===== src/rtl/ipi_hub_pkg.sv =====
package ipi_hub_pkg;

  typedef enum logic [1:0] {
    OP_RAISE = 2'd0,
    OP_PEEK  = 2'd1,
    OP_WHO   = 2'd2,
    OP_CLEAR = 2'd3
  } opT;

  typedef struct packed {
    logic setBit;
    logic clrBit;
    logic rdStatus;
    logic rdSource;
  } strobeT;

endpackage


===== src/rtl/ipi_hub_ctrl.sv =====
module ipi_hub_ctrl
  import ipi_hub_pkg::*;
#(
  parameter int NUM_CORES = 4,
  parameter int CORE_W    = 2
) (
  input  logic              clk,
  input  logic              rstN,
  input  logic              cmdValid,
  input  logic [1:0]        cmdOp,
  input  logic [CORE_W-1:0] cmdSrc,
  input  logic [CORE_W-1:0] cmdArg,
  output strobeT            strobes,
  output logic [CORE_W-1:0] rowSel,
  output logic [CORE_W-1:0] colSel
);

  logic argOk;
  logic srcOk;
  opT   op;

  generate
    if (NUM_CORES == (1 << CORE_W)) begin : gFullRange
      assign argOk = 1'b1;
      assign srcOk = 1'b1;
    end else begin : gPartRange
      assign argOk = (int'(cmdArg) < NUM_CORES);
      assign srcOk = (int'(cmdSrc) < NUM_CORES);
    end
  endgenerate

  assign op = opT'(cmdOp);

  always_comb begin
    strobes = '0;
    rowSel  = cmdSrc;
    colSel  = cmdArg;
    if (cmdValid && argOk && srcOk) begin
      case (op)
        OP_RAISE: begin
          rowSel         = cmdArg;
          colSel         = cmdSrc;
          strobes.setBit = (cmdArg != cmdSrc);
        end
        OP_PEEK: begin
          rowSel           = cmdArg;
          strobes.rdStatus = 1'b1;
        end
        OP_WHO: begin
          strobes.rdSource = 1'b1;
        end
        OP_CLEAR: begin
          strobes.clrBit = 1'b1;
        end
        default: ;
      endcase
    end
  end

  // a raise aimed at the issuing core never produces a set strobe
  a_r3_no_self_raise: assert property (@(posedge clk) disable iff (!rstN)
    (cmdValid && cmdOp == 2'd0 && cmdSrc == cmdArg) |-> !strobes.setBit);

  // an idle command port produces no strobe at all
  a_r9_idle_quiet: assert property (@(posedge clk) disable iff (!rstN)
    !cmdValid |-> (strobes == '0));

  // at most one action per accepted command
  a_r9_one_strobe: assert property (@(posedge clk) disable iff (!rstN)
    $onehot0(strobes));

endmodule


===== src/rtl/ipi_hub_dp.sv =====
module ipi_hub_dp
  import ipi_hub_pkg::*;
#(
  parameter int NUM_CORES = 4,
  parameter int DATA_W    = 32,
  parameter int CORE_W    = 2
) (
  input  logic                 clk,
  input  logic                 rstN,
  input  strobeT               strobes,
  input  logic [CORE_W-1:0]    rowSel,
  input  logic [CORE_W-1:0]    colSel,
  output logic [DATA_W-1:0]    readback,
  output logic [NUM_CORES-1:0] irqOut
);

  localparam int CELLS = NUM_CORES * NUM_CORES;
  localparam int IDX_W = (CELLS > 1) ? $clog2(CELLS) : 1;

  logic [CELLS-1:0]     pendVec;
  logic [NUM_CORES-1:0] selRow;
  logic [DATA_W-1:0]    rowWide;
  logic [IDX_W-1:0]     cellIdx;

  genvar t, s;
  generate
    for (t = 0; t < NUM_CORES; t++) begin : gTarget
      for (s = 0; s < NUM_CORES; s++) begin : gSender
        logic hit;
        assign hit = (rowSel == CORE_W'(t)) && (colSel == CORE_W'(s));
        always_ff @(posedge clk) begin
          if (!rstN) begin
            pendVec[t*NUM_CORES+s] <= 1'b0;
          end else if (strobes.setBit && hit) begin
            pendVec[t*NUM_CORES+s] <= 1'b1;
          end else if (strobes.clrBit && hit) begin
            pendVec[t*NUM_CORES+s] <= 1'b0;
          end
        end
      end
      assign irqOut[t] = |pendVec[t*NUM_CORES +: NUM_CORES];

      // a line only drops after an acknowledge issued by its own core
      a_r8_drop_on_ack: assert property (@(posedge clk) disable iff (!rstN)
        $fell(irqOut[t]) |-> ($past(strobes.clrBit) && $past(rowSel) == CORE_W'(t)));
    end
  endgenerate

  assign selRow  = pendVec[rowSel*NUM_CORES +: NUM_CORES];
  assign cellIdx = IDX_W'(int'(rowSel) * NUM_CORES + int'(colSel));

  always_comb begin
    rowWide = '0;
    rowWide[NUM_CORES-1:0] = selRow;
  end

  always_ff @(posedge clk) begin
    if (!rstN) begin
      readback <= '0;
    end else if (strobes.rdStatus) begin
      readback <= DATA_W'(|selRow);
    end else if (strobes.rdSource) begin
      readback <= rowWide;
    end
  end

  // a raised sender bit is set after the accepting edge
  a_r4_set_sticks: assert property (@(posedge clk) disable iff (!rstN)
    strobes.setBit |=> pendVec[$past(cellIdx)]);

  // the acknowledged sender bit is clear after the accepting edge
  a_r7_ack_clears: assert property (@(posedge clk) disable iff (!rstN)
    strobes.clrBit |=> !pendVec[$past(cellIdx)]);

  // status readback reflects the target's state before the query
  a_r5_status_value: assert property (@(posedge clk) disable iff (!rstN)
    strobes.rdStatus |=> (readback == DATA_W'($past(irqOut[rowSel]))));

  // readback holds when no query is accepted
  a_r9_readback_hold: assert property (@(posedge clk) disable iff (!rstN)
    !(strobes.rdStatus || strobes.rdSource) |=> $stable(readback));

endmodule


===== src/rtl/ipi_hub.sv =====
module ipi_hub
  import ipi_hub_pkg::*;
#(
  parameter int  NUM_CORES = 4,
  parameter int  DATA_W    = 32,
  localparam int CORE_W    = (NUM_CORES > 1) ? $clog2(NUM_CORES) : 1
) (
  input  logic                 clk,
  input  logic                 rstN,
  input  logic                 cmdValid,
  input  logic [1:0]           cmdOp,
  input  logic [CORE_W-1:0]    cmdSrc,
  input  logic [CORE_W-1:0]    cmdArg,
  output logic [DATA_W-1:0]    readback,
  output logic [NUM_CORES-1:0] irqOut
);

  strobeT            strobes;
  logic [CORE_W-1:0] rowSel;
  logic [CORE_W-1:0] colSel;

  ipi_hub_ctrl #(
    .NUM_CORES(NUM_CORES),
    .CORE_W   (CORE_W)
  ) uCtrl (
    .clk     (clk),
    .rstN    (rstN),
    .cmdValid(cmdValid),
    .cmdOp   (cmdOp),
    .cmdSrc  (cmdSrc),
    .cmdArg  (cmdArg),
    .strobes (strobes),
    .rowSel  (rowSel),
    .colSel  (colSel)
  );

  ipi_hub_dp #(
    .NUM_CORES(NUM_CORES),
    .DATA_W   (DATA_W),
    .CORE_W   (CORE_W)
  ) uDp (
    .clk     (clk),
    .rstN    (rstN),
    .strobes (strobes),
    .rowSel  (rowSel),
    .colSel  (colSel),
    .readback(readback),
    .irqOut  (irqOut)
  );

endmodule


===== config.mk =====
export PLATFORM = sky130hd
export DESIGN_NAME = ipi_hub
export DESIGN_NICKNAME = d
export VERILOG_FILES = /design/src/rtl/ipi_hub_pkg.sv /design/src/rtl/ipi_hub_ctrl.sv /design/src/rtl/ipi_hub_dp.sv /design/src/rtl/ipi_hub.sv
export SDC_FILE = /design/constraint.sdc
export NUM_CORES = 1
export LEC_CHECK = 0
export BUFFER_PORTS_ARGS = -buffer_cell sky130_fd_sc_hd__buf_2
export CORE_MARGIN = 4
export CORE_UTILIZATION = 35
export CTS_CLUSTER_DIAMETER = 200
export DETAILED_ROUTE_END_ITERATION = 10
export SETUP_SLACK_MARGIN = 0.3
export SYNTH_ARGS = -nofsm -noshare
export SYNTH_HDL_FRONTEND = slang
export SYNTH_SLANG_ARGS = --single-unit

===== constraint.sdc =====
create_clock -name clk -period 1.7 [get_ports clk]
set_clock_uncertainty 0.1 [all_clocks]
set_input_delay 0.085 -clock clk [delete_from_list [all_inputs] [get_ports clk]]
set_output_delay 0.085 -clock clk [all_outputs]
set_load 0.02 [all_outputs]

Yosys cells after proc, flatten, opt, wreduce, memory -nomap -nowiden. Index checks and enable logic that the tools add are counted.

Output and inout port bits: 36. Bits in read-only memories: 0. Flip-flop bits (word level): 20. Bits in writable memories: 0. Memories: 0. Latch bits: 0. Logic and storage cells: 148. Bits of input ports: 9.

Bitwise logic cells: 1. Mux-type cells: 43. Reductions and logical operators: 75. Add/subtract/negate cells: 0. Multipliers: 0. Equality and inequality tests: 10. Order comparisons: 0. Shifts and indexed selects: 1. Divide/modulo/power cells: 0.

Operators with widths (count): $logic_and 1x1->1 (48); $mux 1 (38); $reduce_bool 2->1 (17); $reduce_or 4->1 (5); $shiftx 16x5->4 (1); $eq 2x2->1 const B (6); $mux 2 (4); $eq 2x1->1 const B (3); $logic_not 2->1 (3); $mux 4 (1); $reduce_or 2->1 (2); $ne 2x2->1 (1); $not 1->1 (1).

Depth between registers and ports, before layout.
Depth in word-level cells: 9. Depth in mapped cells: 7.

Cells and area by module. A second synthesis with hierarchy kept.

Cells, all modules: 150. Area, all modules: 1328.8 um^2.

By module, submodules not included: ipi_hub_dp (area each 1208.7 um^2, instances 1, cells an instance 137, sequential area each 400.4 um^2); ipi_hub_ctrl (area each 120.1 um^2, instances 1, cells an instance 13, sequential area each 0.0 um^2).

Worst setup path after synthesis. Ideal clock, no wire load.

Kind: input to register. From: input cmdOp[1]. To: register uDp.readback[0]. Data required time: 1.469 ns. Arrival: 1.271 ns. Path buffers: 2. Stages: 7. Setup slack: 0.198 ns. Library setup time: 0.131 ns. Path through: buf_6 -> nor2b_4 -> buf_6 -> o21a_4 -> mux4_2 -> mux2i_1 -> o22ai_1.

Cells in the longest elaborated chain, start to end: 7. Elaborated cells on any way between the ends: 14. Those cells by class: eq/ne (2); shift (1); mux (7); reduce/logical (4).

Ends and longest elaborated chain: start: declaration (line ipi_hub.sv:11) `input logic [1:0] cmdOp,`; $eq 2x1->1 / $logic_not 2->1 (equally long branches) (line ipi_hub_ctrl.sv:39) `case (op)`; $reduce_or 2->1 (no source line); $mux 2 (line ipi_hub_ctrl.sv:39); $mux 2 (line ipi_hub_ctrl.sv:38) `if (cmdValid && argOk && srcOk) begin`; $shiftx 16x5->4 (line ipi_hub_dp.sv:49) `assign selRow = pendVec[rowSel*NUM_CORES +: NUM_CORES];`; $reduce_or 4->1 / $mux 1 (equally long branches) (line ipi_hub_dp.sv:61, ipi_hub_dp.sv:62); $mux 1 (line ipi_hub_dp.sv:60) `end else if (strobes.rdStatus) begin`; end signal: assignment (line ipi_hub_dp.sv:61) `readback <= DATA_W'(|selRow);`; end signal: assignment (line ipi_hub_dp.sv:63) `readback <= rowWide;`; end: declaration (line ipi_hub_dp.sv:13) `output logic [DATA_W-1:0] readback,`.

Parallel ways exist; a longest one is shown, timed or not. The select of a mux whose other input is x is not followed. A chain may end at the register's enable or synchronous reset.

Final worst setup path.
From: register uDp.pendVec[11]. To: output irqOut[2].

Cells in the longest elaborated chain, start to end: 1.

Ends and longest elaborated chain: start: declaration (line ipi_hub_dp.sv:20) `logic [CELLS-1:0] pendVec;`; start signal: indexed assignment (line ipi_hub_dp.sv:33) `pendVec[t*NUM_CORES+s] <= 1'b0;`; start signal: indexed assignment (line ipi_hub_dp.sv:35) `pendVec[t*NUM_CORES+s] <= 1'b1;`; start signal: indexed assignment (line ipi_hub_dp.sv:37) `pendVec[t*NUM_CORES+s] <= 1'b0;`; $reduce_or 4->1 (line ipi_hub_dp.sv:41) `assign irqOut[t] = |pendVec[t*NUM_CORES +: NUM_CORES];`; end: declaration (line ipi_hub.sv:15) `output logic [NUM_CORES-1:0] irqOut`.

No other way between the ends.

==> impl_results.md <==
- Worst Hold Path EP: uDp.pendVec[0]
- Filler Cell Count: 428
- Max Clk Rate: 686 MHz
- Post-synth ARST share: 0%
- Reg2reg start: uDp.pendVec[4]
- Max_cap viols: 0
- Fin Setup TNS: 0 ns
- Antenna violations before repair: 0
- Full die area: 0.00525 sq mm
- EDFF count, synth: 0
- Sw Share: 28.1%
- Synthesized area per cell: 7.94 sq um
- Combinational family with the most area after synthesis: compound AO/OA/AOI/OAI gates
- Cell Int Power: 0.859 mW
- Die height: 72.5 microns
- Distinct cell type count after synthesis: 39
- Std cell rows: 23
- Diodes inserted: 0
- Hold Vio Cnt, Final: 0
- Worst reg2reg path endpoint: uDp.readback[0]
- Post-synthesis simple-gate area fraction: between 20% and 30%
- CP max stage cell: or4_4
- RSZ-0062 raised after global routing: yes
- Sequential share of power: 39.8%
- Status: completed
- Complex-gate fraction of the synthesized area: about a quarter
- ANT nets after route: 0
- Register area share after synthesis: around 28%
- Met1 usage: between 10% and 20%
- Pwr Density: ~700 mW/mm^2
- Commonest non-fill, non-tap cell in the layout: conb_1
- Largest net degree at the start of global routing: 18
- Die Span X: just over 70 microns
- Floorplan core area: about 0.0040 sq mm
- Critical path cell sequence: or4_4 -> buf_6
- Drt via density: around 5.1
- WL/cell: between 10 and 15 microns
- Syn-to-layout area delta: 13.9%
- H-Tree Level Count: 1
- Switching power: 0.336 mW
- GPL Wtd Cong: 0.943
- Final min period: 1.46 ns
- GR Util met3: 5.12%
- Synth Warn #: 0
- Via count: 1,316
- HP Class: in -> reg
- R2R Setup Slk: ~0.33 ns
- Setup-failing EPs final: 0
- Clock buffer depth: 2
- CP startpoint kind: flop
- DP HPWL: 2.80 mm
- IR Drop Worst-Case VDD: around 550 uV
- Hold path depth: 3
- Worst r2r path cells: 4
- Worst Path Required: 1.51 ns
- Endpoint type of the worst setup path: output port
- Share of cells above drive strength 1: 27.9%
- WL final: 3.75 mm
- Met2 Use GR: 23.7%
- Gr ovfl total: 0
- Mapped cell area: around 0.0015 sq mm
- Slew headroom: 66.1%
- CP Data Arrival Time: 1.27 ns
- Non-Filler Instances: 258
- CTS tree: yes
- Clock latency on the worst-skew pair: 0.26 ns
- Max-slew violation count: 0
- Crit-path max cell delay: 0.54 ns
- DRC: 0
- Number of port buffers: 16
- XOR/XNOR Fraction of Synth Area: 0.602%
- Worst-Margin Slew: approximately 0.50 ns
- CTS Buf Count: 3
- Crit path from: uDp.pendVec[11]
- First-pass GRT wire length: 6.11 mm
- Synth Area in Adders: 0%
- Post-synthesis mux area share: between 3 and 4%
- Critical path fanouts, max: 2
- Clk pin slew, worst setup/hold paths: 0.08 ns
- CP Class: reg -> out
- Clock power frac: 40.0%
- Ports: 45
- CTS root buf: clkbuf_8
- Comb pwr share: between 20% and 30%
- DRT iter0 DRCs: 82
- Final Cycle Share: 85.8%
- Leak pwr: 0.671 nW
- Most frequent cells in the layout: 28 x conb_1, 20 x nand2_1, 14 x a21oi_1, 14 x buf_4, 13 x o211ai_1
- Initial core utilization: 36.3%
- Overall Global Routing Usage: 14.9%
- Synth Flop Type: dfxtp_1
- Synth Instances: 183
- Pre-antenna DRT Iters: 4
- Number of global-route vias before repair: 1,243
- Layout Nets: 218
- #FFs+latches synth: 20
- Placed cell count: 249
- GRT Max-Usage Layer: met2
- # clock sinks: 20
- Min-delay src: rstN
[flip-flops by register name, summed over array words and instances, names as in the netlist]
name and flops:
uDp.pendVec 16, uDp.readback 4
[cells in the mapped netlist (2+ instances only)]
| cell | n | share of area, % |
|---|---|---|
| mux2i_1 | 2 | 1.4 |
| buf_6 | 4 | 3.1 |
| nor3_1 | 2 | 0.69 |
| o211ai_1 | 13 | 6.7 |
| nand2b_1 | 2 | 0.86 |
| or4_1 | 4 | 2.1 |
| nand2_1 | 20 | 5.2 |
| o31ai_1 | 2 | 1.0 |
| nand3_1 | 8 | 2.8 |
| nor3_2 | 3 | 2.1 |
| dfxtp_1 | 20 | 28 |
| o21ai_0 | 14 | 4.8 |
| o21ai_1 | 4 | 1.4 |
| nor2_1 | 7 | 1.8 |
| o21a_1 | 4 | 2.1 |
| inv_1 | 10 | 2.6 |
| clkbuf_2 | 2 | 0.69 |
| buf_4 | 28 | 14 |
| a21oi_1 | 14 | 4.8 |
[worst max-delay path: cells and delay by family, from the launching register on]
| kind | cells | cell delay (ns) |
|---|---|---|
| buffers and inverters | 1 | 0.15 |
| DFF | 1 | 0.33 |
| and+or+nand+nor | 1 | 0.54 |
[metrics by stage]
stage          utilization [%]  worst slack (ns)  area [sq um]  hold slack (ns)  power, mW
4_1_cts                   41.3             0.241          1650           0.0194       1.20
3_3_place_gp              37.3            0.0164          1490            0.297      0.717
5_1_grt                   41.4             0.205          1660           0.0208       1.26
3_5_place_dp              37.3           0.00323          1490            0.298      0.717
6_report                  41.4             0.242          1660           0.0185       1.20
2_1_floorplan                -             0.202          1570            0.108      0.716
[routing by layer]
metal	vias up	share of wire, %
met2	50	48
met4	0	0.67
met1	619	43
met3	4	8.2
met5	-	0
li1	643	-
[power groups by stage]
stage          sequential (mW)  clock, mW  combinational, mW
2_1_floorplan            0.489          0              0.227
3_3_place_gp             0.486          0              0.231
3_5_place_dp             0.486          0              0.231
4_1_cts                  0.475      0.490              0.238
5_1_grt                  0.476      0.517              0.265
6_report                 0.475      0.478              0.242
[worst max path at each step]
stage | end | slack, ns | depth (start not counted)
2_1_floorplan | uDp.readback[0] | 0.20 | 7
3_3_place_gp | uDp.pendVec[2] | 0.02 | 6
3_5_place_dp | uDp.pendVec[6] | 0.003 | 6
4_1_cts | irqOut[2] | 0.24 | 2
5_1_grt | uDp.readback[0] | 0.21 | 5
6_report | irqOut[2] | 0.24 | 2
[cell families after synthesis]
family                    count (synthesis)
AOI/OAI and AO/OA                        57
DFF                                      20
xor gates and xnor gates                  1
and+or+nand+nor                          53
buffers and inverters                    47
other                                     1
muxes                                     4
[cell type report]
type | count | area [sq um] | area share, %
multi-input cells | 143 | 861 | 52.0
clock buffers | 3 | 41.3 | 2.49
flip-flops and latches | 20 | 410 | 24.8
well taps | 50 | 62.6 | 3.78
repair buffers | 30 | 210 | 12.7
clock inverters | 1 | 30.0 | 1.81
inverters | 11 | 41.3 | 2.49
[repair_timing]
| item | in CTS | in global routing |
|---|---|---|
| setup buffers | 5 | 0 |
| endpoints found under the setup margin | 9 | 6 |
| gates resized for setup | 20 | 2 |
| hold buffers | 0 | 0 |
| pin swaps | 2 | 2 |
| endpoints found under the hold margin | 0 | 0 |
Power figures use the tool's default switching activity.
